<file path="src/rtl/sio_channel_pkg.sv">
package sio_channel_pkg;
  localparam logic [2:0] A_CFG   = 3'd0;
  localparam logic [2:0] A_RBUF  = 3'd2;
  localparam logic [2:0] A_ESTAT = 3'd3;
  localparam logic [2:0] A_TBUF  = 3'd4;
  localparam logic [2:0] A_TSTAT = 3'd5;
  localparam logic [2:0] A_PSEL  = 3'd6;
  localparam logic [2:0] A_DIV   = 3'd7;

  typedef enum logic [1:0] {
    PAR_NONE = 2'b00,
    PAR_ZERO = 2'b01,
    PAR_ODD  = 2'b10,
    PAR_EVEN = 2'b11
  } par_mode_e;

  typedef struct packed {
    logic      clk_en;
    logic      tx_en;
    logic      rx_en;
    par_mode_e par;
    logic      len8;
    logic      stop2;
    logic      err_route;
  } cfg_t;

  function automatic logic par_calc(logic [7:0] d, logic len8, par_mode_e m);
    logic x;
    x = ^(len8 ? d : {1'b0, d[6:0]});
    case (m)
      PAR_ODD:  par_calc = ~x;
      PAR_EVEN: par_calc = x;
      default:  par_calc = 1'b0;
    endcase
  endfunction
endpackage

</file>
<file path="src/rtl/sio_tx.sv">
module sio_tx
  import sio_channel_pkg::*;
#(
  parameter int OVS = 16
) (
  input  logic       clk_i,
  input  logic       rst_ni,
  input  logic       en_i,
  input  logic       tick_i,
  input  logic       load_i,
  input  logic [7:0] data_i,
  input  par_mode_e  par_i,
  input  logic       len8_i,
  input  logic       stop2_i,
  output logic       txd_o,
  output logic       buf_full_o,
  output logic       busy_o,
  output logic       done_o
);
  localparam int CW = (OVS > 1) ? $clog2(OVS) : 1;
  localparam int FW = 12;
  localparam logic [CW-1:0] BIT_END = CW'(OVS - 1);

  logic [7:0]    buf_q;
  logic          full_q, busy_q, done_q;
  logic [FW-1:0] sh_q, frame;
  logic [3:0]    nleft_q, nbits, dbits;
  logic [CW-1:0] cnt_q;

  always_comb begin
    dbits = len8_i ? 4'd8 : 4'd7;
    frame = '1;
    frame[0] = 1'b0;
    frame[7:1] = buf_q[6:0];
    if (len8_i) frame[8] = buf_q[7];
    if (par_i != PAR_NONE) frame[dbits + 4'd1] = par_calc(buf_q, len8_i, par_i);
    nbits = 4'd1 + dbits + ((par_i != PAR_NONE) ? 4'd1 : 4'd0) + (stop2_i ? 4'd2 : 4'd1);
  end

  always_ff @(posedge clk_i or negedge rst_ni) begin
    if (!rst_ni) begin
      buf_q <= '0; full_q <= 1'b0; busy_q <= 1'b0; done_q <= 1'b0;
      sh_q <= '1; nleft_q <= '0; cnt_q <= '0;
    end else if (!en_i) begin
      full_q <= 1'b0; busy_q <= 1'b0; done_q <= 1'b0;
      sh_q <= '1; nleft_q <= '0; cnt_q <= '0;
    end else begin
      done_q <= 1'b0;
      if (load_i && !full_q) begin
        buf_q  <= data_i;
        full_q <= 1'b1;
      end
      if (!busy_q && full_q) begin
        sh_q    <= frame;
        nleft_q <= nbits;
        cnt_q   <= '0;
        busy_q  <= 1'b1;
        full_q  <= 1'b0;
      end else if (busy_q && tick_i) begin
        if (cnt_q == BIT_END) begin
          cnt_q   <= '0;
          sh_q    <= {1'b1, sh_q[FW-1:1]};
          nleft_q <= nleft_q - 4'd1;
          if (nleft_q == 4'd1) begin
            busy_q <= 1'b0;
            done_q <= 1'b1;
          end
        end else begin
          cnt_q <= cnt_q + 1'b1;
        end
      end
    end
  end

  assign txd_o      = busy_q ? sh_q[0] : 1'b1;
  assign buf_full_o = full_q;
  assign busy_o     = busy_q;
  assign done_o     = done_q;

  p_done_single_r5: assert property (@(posedge clk_i) disable iff (!rst_ni)
    done_q |=> !done_q);
  p_buf_moves_r4: assert property (@(posedge clk_i) disable iff (!rst_ni)
    (en_i && full_q && !busy_q) |=> !full_q);
endmodule

</file>
<file path="src/rtl/sio_rx.sv">
module sio_rx
  import sio_channel_pkg::*;
#(
  parameter int OVS = 16
) (
  input  logic       clk_i,
  input  logic       rst_ni,
  input  logic       en_i,
  input  logic       tick_i,
  input  logic       rxd_i,
  input  par_mode_e  par_i,
  input  logic       len8_i,
  output logic [7:0] data_o,
  output logic       done_o,
  output logic       pe_o,
  output logic       fe_o
);
  localparam int CW = (OVS > 1) ? $clog2(OVS) : 1;
  localparam logic [CW-1:0] BIT_END  = CW'(OVS - 1);
  localparam logic [CW-1:0] HALF_END = CW'((OVS / 2 > 0) ? OVS / 2 - 1 : 0);

  typedef enum logic [2:0] {S_IDLE, S_START, S_DATA, S_PAR, S_STOP} rx_state_e;

  rx_state_e     st_q;
  logic [1:0]    sync_q;
  logic          rxs;
  logic [CW-1:0] cnt_q, lim;
  logic [2:0]    bit_q, last_bit;
  logic [7:0]    sh_q, word, data_q;
  logic          par_q, done_q, pe_q, fe_q;

  always_ff @(posedge clk_i or negedge rst_ni) begin
    if (!rst_ni) sync_q <= 2'b11;
    else         sync_q <= {sync_q[0], rxd_i};
  end
  assign rxs = sync_q[1];

  assign lim      = (st_q == S_START) ? HALF_END : BIT_END;
  assign last_bit = len8_i ? 3'd7 : 3'd6;
  assign word     = len8_i ? sh_q : {1'b0, sh_q[7:1]};

  always_ff @(posedge clk_i or negedge rst_ni) begin
    if (!rst_ni) begin
      st_q <= S_IDLE; cnt_q <= '0; bit_q <= '0; sh_q <= '0; par_q <= 1'b0;
      data_q <= '0; done_q <= 1'b0; pe_q <= 1'b0; fe_q <= 1'b0;
    end else if (!en_i) begin
      st_q <= S_IDLE; cnt_q <= '0; done_q <= 1'b0;
    end else begin
      done_q <= 1'b0;
      if (st_q == S_IDLE) begin
        if (tick_i && !rxs) begin
          st_q  <= S_START;
          cnt_q <= '0;
        end
      end else if (tick_i) begin
        if (cnt_q != lim) begin
          cnt_q <= cnt_q + 1'b1;
        end else begin
          cnt_q <= '0;
          case (st_q)
            S_START: begin
              bit_q <= '0;
              st_q  <= rxs ? S_IDLE : S_DATA;
            end
            S_DATA: begin
              sh_q <= {rxs, sh_q[7:1]};
              if (bit_q == last_bit) st_q <= (par_i != PAR_NONE) ? S_PAR : S_STOP;
              else                   bit_q <= bit_q + 3'd1;
            end
            S_PAR: begin
              par_q <= rxs;
              st_q  <= S_STOP;
            end
            default: begin
              done_q <= 1'b1;
              data_q <= word;
              fe_q   <= !rxs;
              pe_q   <= (par_i == PAR_ODD || par_i == PAR_EVEN) &&
                        (par_q != par_calc(word, len8_i, par_i));
              st_q   <= S_IDLE;
            end
          endcase
        end
      end
    end
  end

  assign data_o = data_q;
  assign done_o = done_q;
  assign pe_o   = pe_q;
  assign fe_o   = fe_q;

  p_done_pulse_r6: assert property (@(posedge clk_i) disable iff (!rst_ni)
    done_q |=> !done_q);
  p_zero_par_unchecked_r7: assert property (@(posedge clk_i) disable iff (!rst_ni)
    (done_q && par_i == PAR_ZERO && $stable(par_i)) |-> !pe_q);
endmodule

</file>
<file path="src/rtl/sio_channel.sv">
module sio_channel
  import sio_channel_pkg::*;
#(
  parameter int OVS = 16
) (
  input  logic       clk_i,
  input  logic       rst_ni,
  input  logic       tick_i,
  input  logic       wr_i,
  input  logic       rd_i,
  input  logic [2:0] addr_i,
  input  logic [7:0] wdata_i,
  output logic [7:0] rdata_o,
  input  logic       rxd_i,
  output logic       txd_o,
  output logic [7:0] psel_o,
  output logic [7:0] div_o,
  output logic       tx_irq_o,
  output logic       rx_irq_o,
  output logic       err_irq_o
);
  cfg_t       cfg_q;
  logic [7:0] psel_q, div_q, rbuf_q;
  logic       unread_q, pe_q, fe_q, ove_q, rx_irq_q, err_irq_q;
  logic       tx_full, tx_busy, tx_done;
  logic [7:0] rx_data;
  logic       rx_done, rx_pe, rx_fe, ove_new, any_err;
  logic       rd_rbuf, rd_estat;

  assign rd_rbuf  = rd_i && addr_i == A_RBUF;
  assign rd_estat = rd_i && addr_i == A_ESTAT;

  sio_tx #(.OVS(OVS)) u_tx (
    .clk_i, .rst_ni,
    .en_i      (cfg_q.clk_en && cfg_q.tx_en),
    .tick_i,
    .load_i    (wr_i && addr_i == A_TBUF),
    .data_i    (wdata_i),
    .par_i     (cfg_q.par),
    .len8_i    (cfg_q.len8),
    .stop2_i   (cfg_q.stop2),
    .txd_o,
    .buf_full_o(tx_full),
    .busy_o    (tx_busy),
    .done_o    (tx_done)
  );

  sio_rx #(.OVS(OVS)) u_rx (
    .clk_i, .rst_ni,
    .en_i   (cfg_q.clk_en && cfg_q.rx_en),
    .tick_i,
    .rxd_i,
    .par_i  (cfg_q.par),
    .len8_i (cfg_q.len8),
    .data_o (rx_data),
    .done_o (rx_done),
    .pe_o   (rx_pe),
    .fe_o   (rx_fe)
  );

  assign ove_new = unread_q;
  assign any_err = rx_pe || rx_fe || ove_new;

  always_ff @(posedge clk_i or negedge rst_ni) begin
    if (!rst_ni) begin
      cfg_q <= '0; psel_q <= '0; div_q <= '0;
    end else if (wr_i) begin
      case (addr_i)
        A_CFG:   cfg_q  <= cfg_t'(wdata_i);
        A_PSEL:  psel_q <= wdata_i;
        A_DIV:   div_q  <= wdata_i;
        default: ;
      endcase
    end
  end

  always_ff @(posedge clk_i or negedge rst_ni) begin
    if (!rst_ni) begin
      rbuf_q <= '0; unread_q <= 1'b0; pe_q <= 1'b0; fe_q <= 1'b0; ove_q <= 1'b0;
      rx_irq_q <= 1'b0; err_irq_q <= 1'b0;
    end else if (!cfg_q.clk_en) begin
      unread_q <= 1'b0; pe_q <= 1'b0; fe_q <= 1'b0; ove_q <= 1'b0;
      rx_irq_q <= 1'b0; err_irq_q <= 1'b0;
    end else begin
      rx_irq_q  <= rx_done && (!any_err || cfg_q.err_route);
      err_irq_q <= rx_done && any_err && !cfg_q.err_route;
      if (rd_rbuf) unread_q <= 1'b0;
      if (rd_estat) begin
        pe_q <= 1'b0; fe_q <= 1'b0; ove_q <= 1'b0;
      end
      if (rx_done) begin
        rbuf_q   <= rx_data;
        unread_q <= 1'b1;
        if (rx_pe)   pe_q  <= 1'b1;
        if (rx_fe)   fe_q  <= 1'b1;
        if (ove_new) ove_q <= 1'b1;
      end
    end
  end

  always_comb begin
    case (addr_i)
      A_CFG:   rdata_o = cfg_q;
      A_RBUF:  rdata_o = rbuf_q;
      A_ESTAT: rdata_o = {5'b0, pe_q, fe_q, ove_q};
      A_TSTAT: rdata_o = {6'b0, tx_full, tx_busy};
      A_PSEL:  rdata_o = psel_q;
      A_DIV:   rdata_o = div_q;
      default: rdata_o = '0;
    endcase
  end

  assign psel_o    = psel_q;
  assign div_o     = div_q;
  assign tx_irq_o  = tx_done;
  assign rx_irq_o  = rx_irq_q;
  assign err_irq_o = err_irq_q;

  p_irq_exclusive_r11: assert property (@(posedge clk_i) disable iff (!rst_ni)
    !(rx_irq_q && err_irq_q));
  p_flags_held_r12: assert property (@(posedge clk_i) disable iff (!rst_ni)
    !cfg_q.clk_en |=> (!pe_q && !fe_q && !ove_q && !unread_q));
  p_clear_on_read_r10: assert property (@(posedge clk_i) disable iff (!rst_ni)
    (rd_estat && !rx_done) |=> (!pe_q && !fe_q && !ove_q));
endmodule

</file>
<file path="config.mk">
export PLATFORM = sky130hd
export DESIGN_NAME = sio_channel
export DESIGN_NICKNAME = d
export VERILOG_FILES = /design/src/rtl/sio_channel_pkg.sv /design/src/rtl/sio_tx.sv /design/src/rtl/sio_rx.sv /design/src/rtl/sio_channel.sv
export SDC_FILE = /design/constraint.sdc
export NUM_CORES = 1
export LEC_CHECK = 0
export BUFFER_PORTS_ARGS = -buffer_cell sky130_fd_sc_hd__clkbuf_2
export CAP_MARGIN = 20
export CELL_PAD_IN_SITES_DETAIL_PLACEMENT = 1
export CELL_PAD_IN_SITES_GLOBAL_PLACEMENT = 1
export CORE_MARGIN = 2
export CORE_UTILIZATION = 25
export CTS_CLUSTER_DIAMETER = 80
export CTS_CLUSTER_SIZE = 25
export DETAILED_ROUTE_END_ITERATION = 16
export GPL_TIMING_DRIVEN = 0
export PLACE_DENSITY = 0.49
export SLEW_MARGIN = 20
export SYNTH_ARGS = -nofsm -noshare
export SYNTH_HDL_FRONTEND = slang
export SYNTH_SLANG_ARGS = --single-unit
</file>
<file path="constraint.sdc">
create_clock -name clk_i -period 2.61 [get_ports clk_i]
set_clock_uncertainty 0.15 [all_clocks]
set_input_delay 0.522 -clock clk_i [delete_from_list [all_inputs] [get_ports clk_i]]
set_output_delay 0.522 -clock clk_i [all_outputs]
set_load 0.005 [all_outputs]
</file>
After elaboration in Yosys (flattened, before gate mapping)
Cells that the tools add are included.
{ "totals": {"register_bits": 101, "latch_bits": 0, "ramBits": 0, "romBits": 0, "inputBits": 17, "out_inout_bits": 28, "elab_cells": 202, "mem_count": 0} }
{ "classes": {"addsub": 7, "multipliers": 0, "div": 0, "n_lt_le_gt_ge": 2, "eq_ne": 26, "shifts": 0, "mux": 86, "n_bitwise": 5, "n_reduce_logical": 43} }
{ "op_table": {"columns": ["cell", "n"], "rows": [
  ["2-to-1 mux 12 bit", 5],
  ["2-to-1 mux 4 bit", 15],
  ["case mux 8 bit (6 select lines)", 1],
  ["2-to-1 mux 1 bit", 46],
  ["2-to-1 mux 3 bit", 8],
  ["2-to-1 mux 8 bit", 3],
  ["inequality test 3 bit (second input constant)", 7],
  ["parity 8 bit", 2],
  ["AND reduction 5 bit", 3],
  ["logical AND 1 bit", 14],
  ["AND reduction 2 bit", 7],
  ["adder 4 x 1 -> 4 bit (second input constant)", 3],
  ["bitwise mux 12 bit", 1],
  ["equality test 3 x 2 -> 1 bit (second input constant)", 4],
  ["equality test 3 bit (second input constant)", 4],
  ["case mux 3 bit (3 select lines)", 1],
  ["adder 4 bit", 2],
  ["zero test 3 bit", 2],
  ["case mux 3 bit (2 select lines)", 1],
  ["AND reduction 6 bit", 1],
  ["zero test 1 bit", 5],
  ["< comparator 4 x 5 -> 1 bit (second input constant)", 1],
  ["inverter 1 bit", 5],
  ["demux 1 bit (select 4 bit)", 1],
  ["20 further kinds", 27]
]} }

Longest topological paths before layout
{ "logic_depth": {"word_depth": 12, "mapped_depth": 8, "depth_no_buf": 8} }

Cells and area by module
From an unflattened synthesis, not the netlist that was laid out.
{ "unflattened": {"hier_cells": 443, "hier_area_um2": 4959.8} }
{ "modules_own_cells": {"columns": ["module", "n_inst", "cells_each", "area_each_um2", "seq_area_each_um2"], "rows": [
  ["sio_channel", 1, 142, 1823.0, 950.9],
  ["sio_rx", 1, 147, 1627.8, 803.3],
  ["sio_tx", 1, 154, 1508.9, 738.2]
]} }

Worst setup path before layout
OpenSTA, ideal clock, no wires.
{ "synth_timing": {"path_type": "input to output", "from": "input port addr_i[1]", "to": "output port rdata_o[3]", "arrival_time_ns": 1.536, "required_time_ns": 1.938, "setup_slack_ns": 0.402, "cell_stages": 4, "n_path_buf": 2, "cell_sequence": "clkbuf_1 > buf_1 > nand2_1 > o22ai_1"} }
{ "synth_via": {"elab_chain_cells": 2, "word_cells_on_any_way": 7, "cone_classes": "5 x eq/ne; 1 x mux; 1 x reduce/logical"} }
{ "synth_lines": {"columns": ["item", "line_no", "source"], "rows": [
  ["start, declared", "sio_channel.sv:11", "input logic [2:0] addr_i,"],
  ["equality test 3 bit (tied with other cells)", "sio_channel.sv:102", "case (addr_i)"],
  ["case mux 8 bit (6 select lines) *", "sio_channel.sv:102", null],
  ["end, declared", "sio_channel.sv:13", "output logic [7:0] rdata_o,"]
]} }
Every way passes the cells marked *; elsewhere a longest branch is shown, timed or not.

Worst setup path after layout
{ "layout_timing": {"from": "input port addr_i[1]", "to": "output port rdata_o[0]"} }
The elaborated chain is that of the path after synthesis.

==> results.toml <==
[floorplanning]
rows = 50
core_sq_um = 18800
fp.dieH_um = 143
die_area_sq_um = 20300
die_w_um = 143
ioPinCount = 45
initial_utilization = 0.256

[layout]
antenna_cells = 0
fill_cells = 2122
final_nets = 512
syn_to_final_growth_pct = 17.4
finish.utilization = 0.301
layout-drive-gt1-share = 0.278

[critical_path]
path_buf_inv = 3
setup.worst_path.class = "in2out"
path_cells = "clkbuf_1 > buf_2 > a22oi_1 > a21oi_1 > clkbuf_2"
cp-start-kind = "input port"
cp_max_fo = 10
critical_path.top_delay_family = "buffers and inverters"
max_stage_delay_ns = 0.36
crit_slowest_cell = "buf_2"
worstPathRequired_ns = 1.94
cp-end-kind = "output port"
crit_arrival_ns = 1.79
r2r_slack_ns = 0.33

[yosys]
synth_cell_types = 53
synth_area_sq_um = 4800
synthArstFlopShare = 1.00
synth_area_per_cell_sq_um = 11.0
synth_nets = 459
ys_warn_count = 0
synthCells = 435
synthFlopType = "dfrtp_1"
synth_top_area_cell = "dfrtp_1"
synth_edf_count = 0
ys_ff_latch = 99
synth_top_area_share = 0.453
synth_area_leaders = "dfrtp_1 45%, mux2_2 12%, dfstp_2 6.6%, mux2i_1 4.2%, nand2_1 3.7%"
seq_area_frac_synth = 0.519

[placed_design]
pre_cts_slack_ns = -0.208
io_buffers = 43
hpwl_um = 9280
gp_congestion = 0.745

[drt]
drtIter0Drc = 138
routed_wl_um = 12500
firstDrtPassIters = 4
vias = 3419
wire_per_inst_um = 17.2
remaining_drc_errors = 0
drt-vias-per-instance = 4.70
ant_nets = 0

[sta]
holdWs_ns = 0.0961
grt_setup_unrepaired = "false"
final.setup.tns_ns = 0
period_minus_slack_ns = 2.47
layout_setup_ws_ns = 0.144
setup_viol = 0
fin_crit_sh = 0.945
slew_headroom = 0.495
slew_violations = 0
finalHoldViolCount = 0
fmax_mhz = 406
worst_pin_slew_ns = 0.754

[global_routing]
grt_max_degree = 87
grt_usage = 0.131
grt_pass1_vias = 3673
grt-ovfl-total = 0
grt_pass1_wl_um = 20400
antenna_found_initial = 0

[cts]
clock_sink_count = 99
clock_latency_ns = 0.35
clkTransAtPathRegs_ns = 0.07
cts_max_path_buffers = 2
htreeDepth = 3
cts_inserted_buffers = 9
post_cts_buffers = 0
cts_tree = "built"
cts-root-buf = "clkbuf_16"

[pwr]
p_total_mw = 3.87
pwr_density_cell_nw_per_um2 = 685
p_leak_nw = 2.50
peakVddDrop_mv = 0.309

[job]
max-cap-violations = 0

[outcome]
status = "finished clean"

[hold_path]
hold_class = "in2reg"
cells in the final DEF, fill, tap and decap left out, types with 5 or more instances in the layout:
cell type,count
dfstp_2,12
mux2_2,50
nand2_1,47
nand3b_1,5
clkbuf_1,6
buf_2,7
nor3_1,6
o22ai_1,6
nand3_1,13
a21oi_1,28
o21ai_0,27
xnor2_1,16
ha_1,6
dfrtp_1,87
clkbuf_2,42
clkbuf_16,9
nor2_1,35
inv_1,7
mux2i_1,20
final timing paths:
path	start	to	cells past startpoint
worst max register to register	cfg_q[3]$_DFFE_PN0P_	u_tx.nleft_q[2]$_DFFE_PN0P_	8
worst min register to register	u_rx.sync_q[0]$_DFF_PN1_	u_rx.sync_q[1]$_DFF_PN1_	0
min in group asynchronous	rst_ni	u_tx.buf_q[5]$_DFFE_PN0P_	2
max in group asynchronous	rst_ni	u_rx.sync_q[1]$_DFF_PN1_	3
worst max-delay path	addr_i[1]	rdata_o[0]	5
worst min-delay path	rxd_i	u_rx.sync_q[0]$_DFF_PN1_	1
through the flow:
step	instances	cell area, sq um
after floorplan	435	4800
after global placement	712	5310
after detailed placement	713	5360
after CTS	727	5640
after global routing	727	5640
final	727	5640
timing repair:
item	CTS	global route
hold buffers	1	0
pin swaps	0	0
endpoints found under the hold margin	10	0
resized for setup	2	1
gates cloned	0	0
setup endpoints to repair	8	1
cell type report:
cell class | instances | area [sq um] | share of cell area
Clock inverter | 5 | 37.5 | 0.00665
Buffer | 15 | 80.1 | 0.0142
Clock buffer | 11 | 243 | 0.0430
Timing Repair Buffer | 45 | 262 | 0.0464
Sequential cell | 99 | 2490 | 0.442
Inverter | 7 | 26.3 | 0.00466
Tap cell | 234 | 293 | 0.0519
Multi-Input combinational cell | 311 | 2210 | 0.391
logic make-up after synthesis:
family / synth area share
DFF: 0.519
adders and majority gates: 0.0198
xor gates and xnor gates: 0.0427
muxes: 0.161
and+or+nand+nor: 0.134
AOI/OAI and AO/OA: 0.100
buffers and inverters: 0.0234
power by group:
| part | switching (mW) | internal [mW] |
|---|---|---|
| Sequential | 0.152 | 1.70 |
| Clock | 0.600 | 0.677 |
| Combinational | 0.382 | 0.351 |
cells in the mapped netlist (3+ instances only):
cell type,instances
mux2i_1,20
dfrtp_1,87
buf_2,6
a32o_1,3
a22oi_1,3
a31oi_1,3
nand3b_1,5
inv_1,7
o22ai_1,6
nor2_1,35
a21oi_1,28
xnor2_1,16
xor2_1,3
nand2_1,47
mux2_2,50
o21ai_0,27
ha_1,6
nand4b_1,3
nor3_1,6
nand2b_1,3
clkbuf_1,8
nand3_1,13
dfstp_2,12
sequential cells by signal, indices dropped and copies added, names as in the netlist, 8 cells and up:
name,count
cfg_q,8
div_o,8
psel_o,8
rbuf_q,8
u_rx.data_o,8
u_rx.sh_q,8
u_tx.buf_q,8
u_tx.sh_q,10
layer usage:
layer | GRT usage | part of all wire | up-vias | wire length, um
met2 | 0.218 | 0.49 | 33 | 6070
met5 | 0 | 0 | - | 0
li1 | - | - | 1649 | -
met1 | 0.171 | 0.48 | 1730 | 5970
met4 | 0.0287 | 0.010 | 0 | 127
met3 | 0.0339 | 0.027 | 7 | 340
No activity file was read; power rests on OpenSTA's default activity.
